[config.mk]
export PLATFORM = sky130hd
export DESIGN_NAME = pwmps_top
export DESIGN_NICKNAME = d
export VERILOG_FILES = /design/src/rtl/pwmps_pkg.sv /design/src/rtl/pwmps_prescale.sv /design/src/rtl/pwmps_shadow.sv /design/src/rtl/pwmps_timebase.sv /design/src/rtl/pwmps_channel.sv /design/src/rtl/pwmps_top.sv
export SDC_FILE = /design/constraint.sdc
export NUM_CORES = 1
export LEC_CHECK = 0
export BUFFER_PORTS_ARGS = -buffer_cell sky130_fd_sc_hd__buf_4
export CAP_MARGIN = 20
export CORE_MARGIN = 2
export CORE_UTILIZATION = 55
export DETAILED_ROUTE_END_ITERATION = 8
export MAX_ROUTING_LAYER = met4
export PLACE_DENSITY = 0.78
export SETUP_SLACK_MARGIN = 0.15
export SYNTH_ARGS = -nofsm -noshare
export SYNTH_HDL_FRONTEND = slang
export SYNTH_SLANG_ARGS = --single-unit
[constraint.sdc]
create_clock -name clk -period 9.24 [get_ports clk]
set_input_delay 1.848 -clock clk [delete_from_list [all_inputs] [get_ports clk]]
set_output_delay 1.848 -clock clk [all_outputs]
set_load 0.01 [all_outputs]
[src/rtl/pwmps_pkg.sv]
package pwmps_pkg;
  typedef enum logic [1:0] {
    FLG_TRAIL = 2'b00,
    FLG_BOTH  = 2'b01,
    FLG_TRIG  = 2'b10,
    FLG_TRIG2 = 2'b11
  } flag_sel_e;
endpackage

[src/rtl/pwmps_prescale.sv]
module pwmps_prescale #(
  parameter int GW = 8,
  parameter int CW = 4
) (
  input  logic          clk,
  input  logic          rst_n,
  input  logic          run_i,
  input  logic [GW-1:0] gdiv_i,
  input  logic [CW-1:0] cdiv_i,
  output logic          tick_o
);
  logic [GW-1:0] gcnt_q;
  logic [CW-1:0] ccnt_q;
  logic          gstep;

  assign gstep  = run_i && (gcnt_q == gdiv_i);
  assign tick_o = gstep && (ccnt_q == cdiv_i);

  always_ff @(posedge clk or negedge rst_n) begin
    if (!rst_n) begin
      gcnt_q <= '0;
      ccnt_q <= '0;
    end else if (!run_i) begin
      gcnt_q <= '0;
      ccnt_q <= '0;
    end else if (gstep) begin
      gcnt_q <= '0;
      if (ccnt_q == cdiv_i) ccnt_q <= '0;
      else                  ccnt_q <= ccnt_q + 1'b1;
    end else begin
      gcnt_q <= gcnt_q + 1'b1;
    end
  end

  AST_TICK_SPACING: assert property (@(posedge clk) disable iff (!rst_n)
    (tick_o && gdiv_i != '0) |=> (!tick_o || gdiv_i == '0));
endmodule

[src/rtl/pwmps_shadow.sv]
module pwmps_shadow #(
  parameter int W = 16
) (
  input  logic         clk,
  input  logic         rst_n,
  input  logic         load_i,
  input  logic         commit_i,
  input  logic [W-1:0] per_i,
  input  logic [W-1:0] ph_i,
  input  logic [W-1:0] du_i,
  input  logic [W-1:0] tr_i,
  output logic [W-1:0] per_a,
  output logic [W-1:0] ph_a,
  output logic [W-1:0] du_a,
  output logic [W-1:0] tr_a,
  output logic [W-1:0] per_s,
  output logic [W-1:0] ph_s,
  output logic [W-1:0] du_s,
  output logic [W-1:0] tr_s
);
  logic [W-1:0] per_sh, ph_sh, du_sh, tr_sh;

  always_ff @(posedge clk or negedge rst_n) begin
    if (!rst_n) begin
      per_sh <= '0; ph_sh <= '0; du_sh <= '0; tr_sh <= '0;
    end else if (load_i) begin
      per_sh <= per_i; ph_sh <= ph_i; du_sh <= du_i; tr_sh <= tr_i;
    end
  end

  always_ff @(posedge clk or negedge rst_n) begin
    if (!rst_n) begin
      per_a <= '0; ph_a <= '0; du_a <= '0; tr_a <= '0;
    end else if (commit_i) begin
      per_a <= per_sh; ph_a <= ph_sh; du_a <= du_sh; tr_a <= tr_sh;
    end
  end

  // values the compare logic must use for the count being entered
  assign per_s = commit_i ? per_sh : per_a;
  assign ph_s  = commit_i ? ph_sh  : ph_a;
  assign du_s  = commit_i ? du_sh  : du_a;
  assign tr_s  = commit_i ? tr_sh  : tr_a;

  AST_WORKING_HOLD: assert property (@(posedge clk) disable iff (!rst_n)
    !commit_i |=> ($stable(du_a) && $stable(ph_a) && $stable(per_a)));
endmodule

[src/rtl/pwmps_timebase.sv]
module pwmps_timebase #(
  parameter int W = 16
) (
  input  logic         clk,
  input  logic         rst_n,
  input  logic         run_i,
  input  logic         tick_i,
  input  logic [W-1:0] per_i,
  output logic [W-1:0] cnt_o,
  output logic [W-1:0] nxt_o,
  output logic         wrap_o
);
  logic [W-1:0] cnt_q;
  logic [W-1:0] term;

  assign term   = (per_i == '0) ? '0 : per_i - 1'b1;
  assign wrap_o = tick_i && (cnt_q >= term);
  assign nxt_o  = wrap_o ? '0 : cnt_q + 1'b1;
  assign cnt_o  = cnt_q;

  always_ff @(posedge clk or negedge rst_n) begin
    if (!rst_n)      cnt_q <= '0;
    else if (!run_i) cnt_q <= '0;
    else if (tick_i) cnt_q <= nxt_o;
  end

  AST_CNT_BOUND: assert property (@(posedge clk) disable iff (!rst_n)
    run_i |-> (cnt_q <= term));
  AST_WRAP_ZERO: assert property (@(posedge clk) disable iff (!rst_n)
    wrap_o |=> (cnt_q == '0));
endmodule

[src/rtl/pwmps_channel.sv]
module pwmps_channel
  import pwmps_pkg::*;
#(
  parameter int W = 16
) (
  input  logic         clk,
  input  logic         rst_n,
  input  logic         run_i,
  input  logic         tick_i,
  input  logic         commit_i,
  input  logic [W-1:0] nxt_i,
  input  logic [W-1:0] per_s,
  input  logic [W-1:0] ph_s,
  input  logic [W-1:0] du_s,
  input  logic [W-1:0] tr_s,
  input  logic [W-1:0] per_a,
  input  logic [W-1:0] ph_a,
  input  logic [W-1:0] du_a,
  input  flag_sel_e    fsel_i,
  input  logic         inv_i,
  input  logic         force_i,
  input  logic         force_lvl_i,
  output logic         pwm_o,
  output logic         flag_o,
  output logic         err_o
);
  localparam int SW = W + 1;

  logic [W-1:0]  c_next;
  logic [SW-1:0] end_s, end_a, lim_s;
  logic          act_d, act_q, flag_q;
  logic          lead, trail, hit;

  assign c_next = run_i ? nxt_i : '0;
  assign end_s  = {1'b0, ph_s} + {1'b0, du_s};
  assign lim_s  = (end_s > {1'b0, per_s}) ? {1'b0, per_s} : end_s;

  always_comb begin
    if (du_s == '0)        act_d = 1'b0;
    else if (du_s >= per_s) act_d = 1'b1;
    else act_d = (c_next >= ph_s) && ({1'b0, c_next} < lim_s);
  end

  assign lead  = act_d && !act_q;
  assign trail = !act_d && act_q;
  assign hit   = (c_next == tr_s);

  always_ff @(posedge clk or negedge rst_n) begin
    if (!rst_n) begin
      act_q  <= 1'b0;
      flag_q <= 1'b0;
    end else if (!run_i) begin
      act_q  <= act_d;
      flag_q <= 1'b0;
    end else if (tick_i) begin
      act_q <= act_d;
      unique case (fsel_i)
        FLG_TRAIL: flag_q <= trail;
        FLG_BOTH:  flag_q <= trail || lead;
        default:   flag_q <= hit;
      endcase
    end else begin
      flag_q <= 1'b0;
    end
  end

  assign end_a  = {1'b0, ph_a} + {1'b0, du_a};
  assign err_o  = (du_a != '0) && (du_a < per_a) && (end_a > {1'b0, per_a});
  assign pwm_o  = force_i ? force_lvl_i : (act_q ^ inv_i);
  assign flag_o = flag_q;

  AST_ZERO_DUTY_IDLE: assert property (@(posedge clk) disable iff (!rst_n)
    (run_i && !commit_i && du_a == '0) |=> !act_q);
  AST_FULL_DUTY: assert property (@(posedge clk) disable iff (!rst_n)
    (run_i && tick_i && !commit_i && du_a != '0 && du_a >= per_a) |=> act_q);
  AST_FLAG_ON_TICK: assert property (@(posedge clk) disable iff (!rst_n)
    $rose(flag_q) |-> $past(tick_i));
endmodule

[src/rtl/pwmps_top.sv]
module pwmps_top
  import pwmps_pkg::*;
#(
  parameter int W  = 16,
  parameter int GW = 8,
  parameter int CW = 4
) (
  input  logic          clk,
  input  logic          rst_n,
  input  logic          run_i,
  input  logic [GW-1:0] gdiv_i,
  input  logic [CW-1:0] cdiv_i,
  input  logic          load_i,
  input  logic [W-1:0]  period_i,
  input  logic [W-1:0]  phase_i,
  input  logic [W-1:0]  duty_i,
  input  logic [W-1:0]  trig_i,
  input  logic          inv_i,
  input  logic [1:0]    flag_sel_i,
  input  logic          force_i,
  input  logic          force_lvl_i,
  output logic [W-1:0]  cnt_o,
  output logic          wrap_o,
  output logic          pwm_o,
  output logic          flag_o,
  output logic          cfg_err_o
);
  logic         tick, wrap, commit;
  logic [W-1:0] nxt;
  logic [W-1:0] per_a, ph_a, du_a, tr_a;
  logic [W-1:0] per_s, ph_s, du_s, tr_s;

  assign commit = wrap || !run_i;
  assign wrap_o = wrap;

  pwmps_prescale #(.GW(GW), .CW(CW)) u_pre (
    .clk(clk), .rst_n(rst_n), .run_i(run_i),
    .gdiv_i(gdiv_i), .cdiv_i(cdiv_i), .tick_o(tick));

  pwmps_shadow #(.W(W)) u_shd (
    .clk(clk), .rst_n(rst_n), .load_i(load_i), .commit_i(commit),
    .per_i(period_i), .ph_i(phase_i), .du_i(duty_i), .tr_i(trig_i),
    .per_a(per_a), .ph_a(ph_a), .du_a(du_a), .tr_a(tr_a),
    .per_s(per_s), .ph_s(ph_s), .du_s(du_s), .tr_s(tr_s));

  pwmps_timebase #(.W(W)) u_tb (
    .clk(clk), .rst_n(rst_n), .run_i(run_i), .tick_i(tick),
    .per_i(per_a), .cnt_o(cnt_o), .nxt_o(nxt), .wrap_o(wrap));

  pwmps_channel #(.W(W)) u_ch (
    .clk(clk), .rst_n(rst_n), .run_i(run_i), .tick_i(tick),
    .commit_i(commit), .nxt_i(nxt),
    .per_s(per_s), .ph_s(ph_s), .du_s(du_s), .tr_s(tr_s),
    .per_a(per_a), .ph_a(ph_a), .du_a(du_a),
    .fsel_i(flag_sel_e'(flag_sel_i)), .inv_i(inv_i),
    .force_i(force_i), .force_lvl_i(force_lvl_i),
    .pwm_o(pwm_o), .flag_o(flag_o), .err_o(cfg_err_o));

  AST_RESET_IDLE: assert property (@(posedge clk) disable iff (!rst_n)
    (!run_i) |=> (cnt_o == '0 && !flag_o));
endmodule

==> impl_metrics.csv <==
group,metric,value,unit
die,dieArea,21660,um2
worst_setup_path,cp-start-kind,"register",
worst_setup_path,cpMostUsedCell,"buf_4",
cts,tritoncts,"done",
cts,clockBufferDepth,2,
power,clkPwrFrac,0.161,
cells_and_area,register_area,3954,um2
placed_design,dp.final_hpwl,23910,um
yosys,synth_top_area_share,0.3506,
drt,firstDrtPassIters,6,
timing,slew_viol_final,0,
worst_setup_path,worst_setup_path_end_kind,"register",
die,die_y,147.2,um
yosys,post-synth-top-count-cell,"dfrtp_1",
cts,clkSlewWorstSetupHoldPaths,0.06,ns
yosys,ys_seq_elements,158,
global_routing,grt_max_degree,84,
worst_setup_path,crit_required,9.62,ns
worst_setup_path,crit_type,"register to register",
global_routing,antenna_found_initial,0,
cells_and_area,nets,1582,
global_routing,grt_pass1_wl,51270,um
yosys,syn_area,11280,um2
cells_and_area,drive_gt1_frac,0.3514,
yosys,synth_largest_area_cell,"dfrtp_1",
timing,hold_violations,0,
yosys,synthTopCellsByCount,"dfrtp_1 (158), ha_1 (145), mux2_2 (122)",
cts,clock-sinks,158,
status,outcome,"finished with violations",
global_routing,grt_pass1_vias,9856,
power,p_sw_frac,0.4128,
timing,setup_violations,1,
timing,rsz0062_at_grt,"true",
global_routing,overflow,0,
power,p_seq_frac,0.199,
timing,setup_slack,-0.1406,ns
die,pin_count,105,
worst_setup_path,cp_max_fo,8,
worst_setup_path,cp_slowest_cell,"or4_4",
yosys,synthFlopType,"dfrtp_1",
yosys,async_flop_share,1.000,
yosys,synthCells,1110,
yosys,synth_top_cells_by_area,"dfrtp_1 (35%), ha_1 (16%), mux2_2 (12%)",
timing,max_freq,106.6,MHz
status,violations,"negative setup slack",
power,internal_power,2738,uW
cts,insertion_delay,0.44,ns
cells_and_area,antennaDiodeCount,0,
die,start_util,0.5591,
drt,wl_per_cell,20.00,um
drt,drc,0,
global_routing,grtUsageTotal,0.3117,
min_path,hp-class,"register to register",
cts,htree_levels,4,
die,core,20170,um2
yosys,syn_area_per_cell,10.16,um2
placed_design,dp_cells,1579,
cts,root_buffer,"clkbuf_16",
die,core.rowCount,52,
cells_and_area,fill_cells,1410,
timing,period_needed,9.381,ns
worst_setup_path,arrival,9.76,ns
timing,relSlewSlack,0.3648,
yosys,yosysWarnings,0,
timing,fin_skew,0.01154,ns
cells_and_area,stdcell_count,1633,
timing,worst_slew_pin_slew,0.9528,ns
cts,cts_hold_buf,0,
cells_and_area,multiInputGateArea,7371,um2
placed_design,place_area,13290,um2
power,peakVddDrop,0.2074,mV
power,powerDensity,322.2,nW/um2
power,p_sw,1925,uW
die,die_w,147.2,um
job,cap_violations,0,
placed_design,finalWeightedCongestion,0.9562,
yosys,ys_types,66,
yosys,synth_edf_count,0,
drt,ant_nets,0,
power,p_leak,0.006898,uW
timing,fin_crit_sh,1.015,
cells_and_area,finish.instance_area,14470,um2
worst_setup_path,worst_path_largest_cell_delay,0.51,ns
drt,vias_per_cell,5.868,
placed_design,port-buffer-count,104,
power,comb_power_share,0.640,
cells_and_area,syn_to_final_growth,28.33,%
cts,cts_buffers,17,
drt,vias,9582,
drt,initialDrtViolationCount,669,
yosys,ys_seq_area_frac,0.3506,
drt,wl,32660,um
yosys,synthesis.nets,1342,
## power groups by stage
stage	Combinational, uW	Sequential, uW	Clock (uW)
after floorplan	1670	889	0
after global placement	2530	924	0
after detailed placement	2610	927	0
after CTS	2790	919	756
after global routing	3250	941	782
final	2990	929	749
## repair_timing
item / 4_1_cts / 5_1_grt
pin swaps: 41 / 30
endpoints found under the hold margin: 0 / 0
gates resized for setup: 38 / 41
setup endpoints to repair: 2 / 2
buffers inserted: 14 / 8
## final timing paths
check | to | slack, ns | cells after the start | from
worst max-delay path | u_ch.flag_o | -0.14 | 49 | u_shd.per_a[3]
max in group asynchronous | u_shd.du_sh[10] | 6.35 | 2 | rst_n
worst min register to register | u_shd.tr_sh[5] | 0.51 | 1 | u_shd.tr_sh[5]
min in group asynchronous | u_shd.tr_sh[0] | 1.44 | 1 | rst_n
worst min-delay path | u_shd.tr_sh[5] | 0.51 | 1 | u_shd.tr_sh[5]
worst max register to register | u_ch.flag_o | -0.14 | 49 | u_shd.per_a[3]
## placed cells by master (no fill, tap or decap), types with 16 or more instances in the layout
cell type | synthesis | routed
xnor2_1 | 56 | 52
nand4_1 | 17 | 17
inv_1 | 72 | 68
and3_1 | 16 | 16
a21oi_1 | 54 | 44
nor2_1 | 77 | 72
buf_4 | 1 | 240
a21o_1 | 27 | 27
xor2_1 | 32 | 32
clkbuf_16 | 0 | 17
dfrtp_1 | 158 | 158
nand3_1 | 28 | 28
ha_1 | 145 | 138
o21ai_0 | 42 | 38
mux2_2 | 122 | 119
nand2_1 | 71 | 66
## cell type report
| cell class | instances | area share |
|---|---|---|
| inverter | 72 | 0.01885 |
| multi-input combinational | 852 | 0.5093 |
| clock buffer | 21 | 0.03182 |
| tap | 270 | 0.02334 |
| clock inverter | 11 | 0.01072 |
| timing repair buffer | 249 | 0.1327 |
| sequential | 158 | 0.2732 |
## critical path: cells and delay by family (launching register included)
kind,cells,cell delay [ns]
and+or+nand+nor,11,2.12
adders and majority gates,6,1.68
DFF,1,0.38
muxes,1,0.33
AOI/OAI and AO/OA,17,2.84
xor gates and xnor gates,1,0.14
buffers and inverters,13,1.79
## layer usage
layer	up-vias	global-route usage	wire length, um
met1	4650	0.3956	13900
met5	-	-	0
met2	358	0.4949	15520
li1	4485	-	-
met4	0	0.1413	1306
met3	89	0.04876	1929
## per-stage QoR
stage | util | worst slack (ns) | hold slack [ns] | TNS (ns) | total power [uW]
after floorplan | - | -0.1389 | 0.4665 | -0.1389 | 2554
after global placement | 0.6591 | 0.06535 | 0.4869 | 0 | 3452
after detailed placement | 0.6591 | -0.3555 | 0.4898 | -0.3555 | 3535
after CTS | 0.7036 | 0.003149 | 0.5098 | 0 | 4466
after global routing | 0.7175 | -0.4741 | 0.5179 | -0.4741 | 4975
final | 0.7175 | -0.1406 | 0.5077 | -0.1406 | 4662
## kinds of logic (layout without fill, tap and decap cells)
kind of cell | Yosys count | count (layout) | synth area share
AOI/OAI and AO/OA | 197 | 197 | 0.1195
and+or+nand+nor | 279 | 279 | 0.1228
buffers and inverters | 100 | 353 | 0.03562
muxes | 138 | 138 | 0.1360
adders and majority gates | 150 | 150 | 0.1671
DFF | 158 | 158 | 0.3506
xor gates and xnor gates | 88 | 88 | 0.06835
## registers in the layout (all words and copies together) (netlist names)
name / count
u_shd.ph_sh: 16
u_pre.gcnt_q: 8
u_shd.tr_a: 16
u_ch.flag_o: 1
u_tb.cnt_o: 16
u_shd.du_sh: 16
u_shd.ph_a: 16
u_ch.act_q: 1
u_pre.ccnt_q: 4
u_shd.du_a: 16
u_shd.per_sh: 16
u_shd.per_a: 16
u_shd.tr_sh: 16
Note: power is estimated with default switching activity, not from simulation.
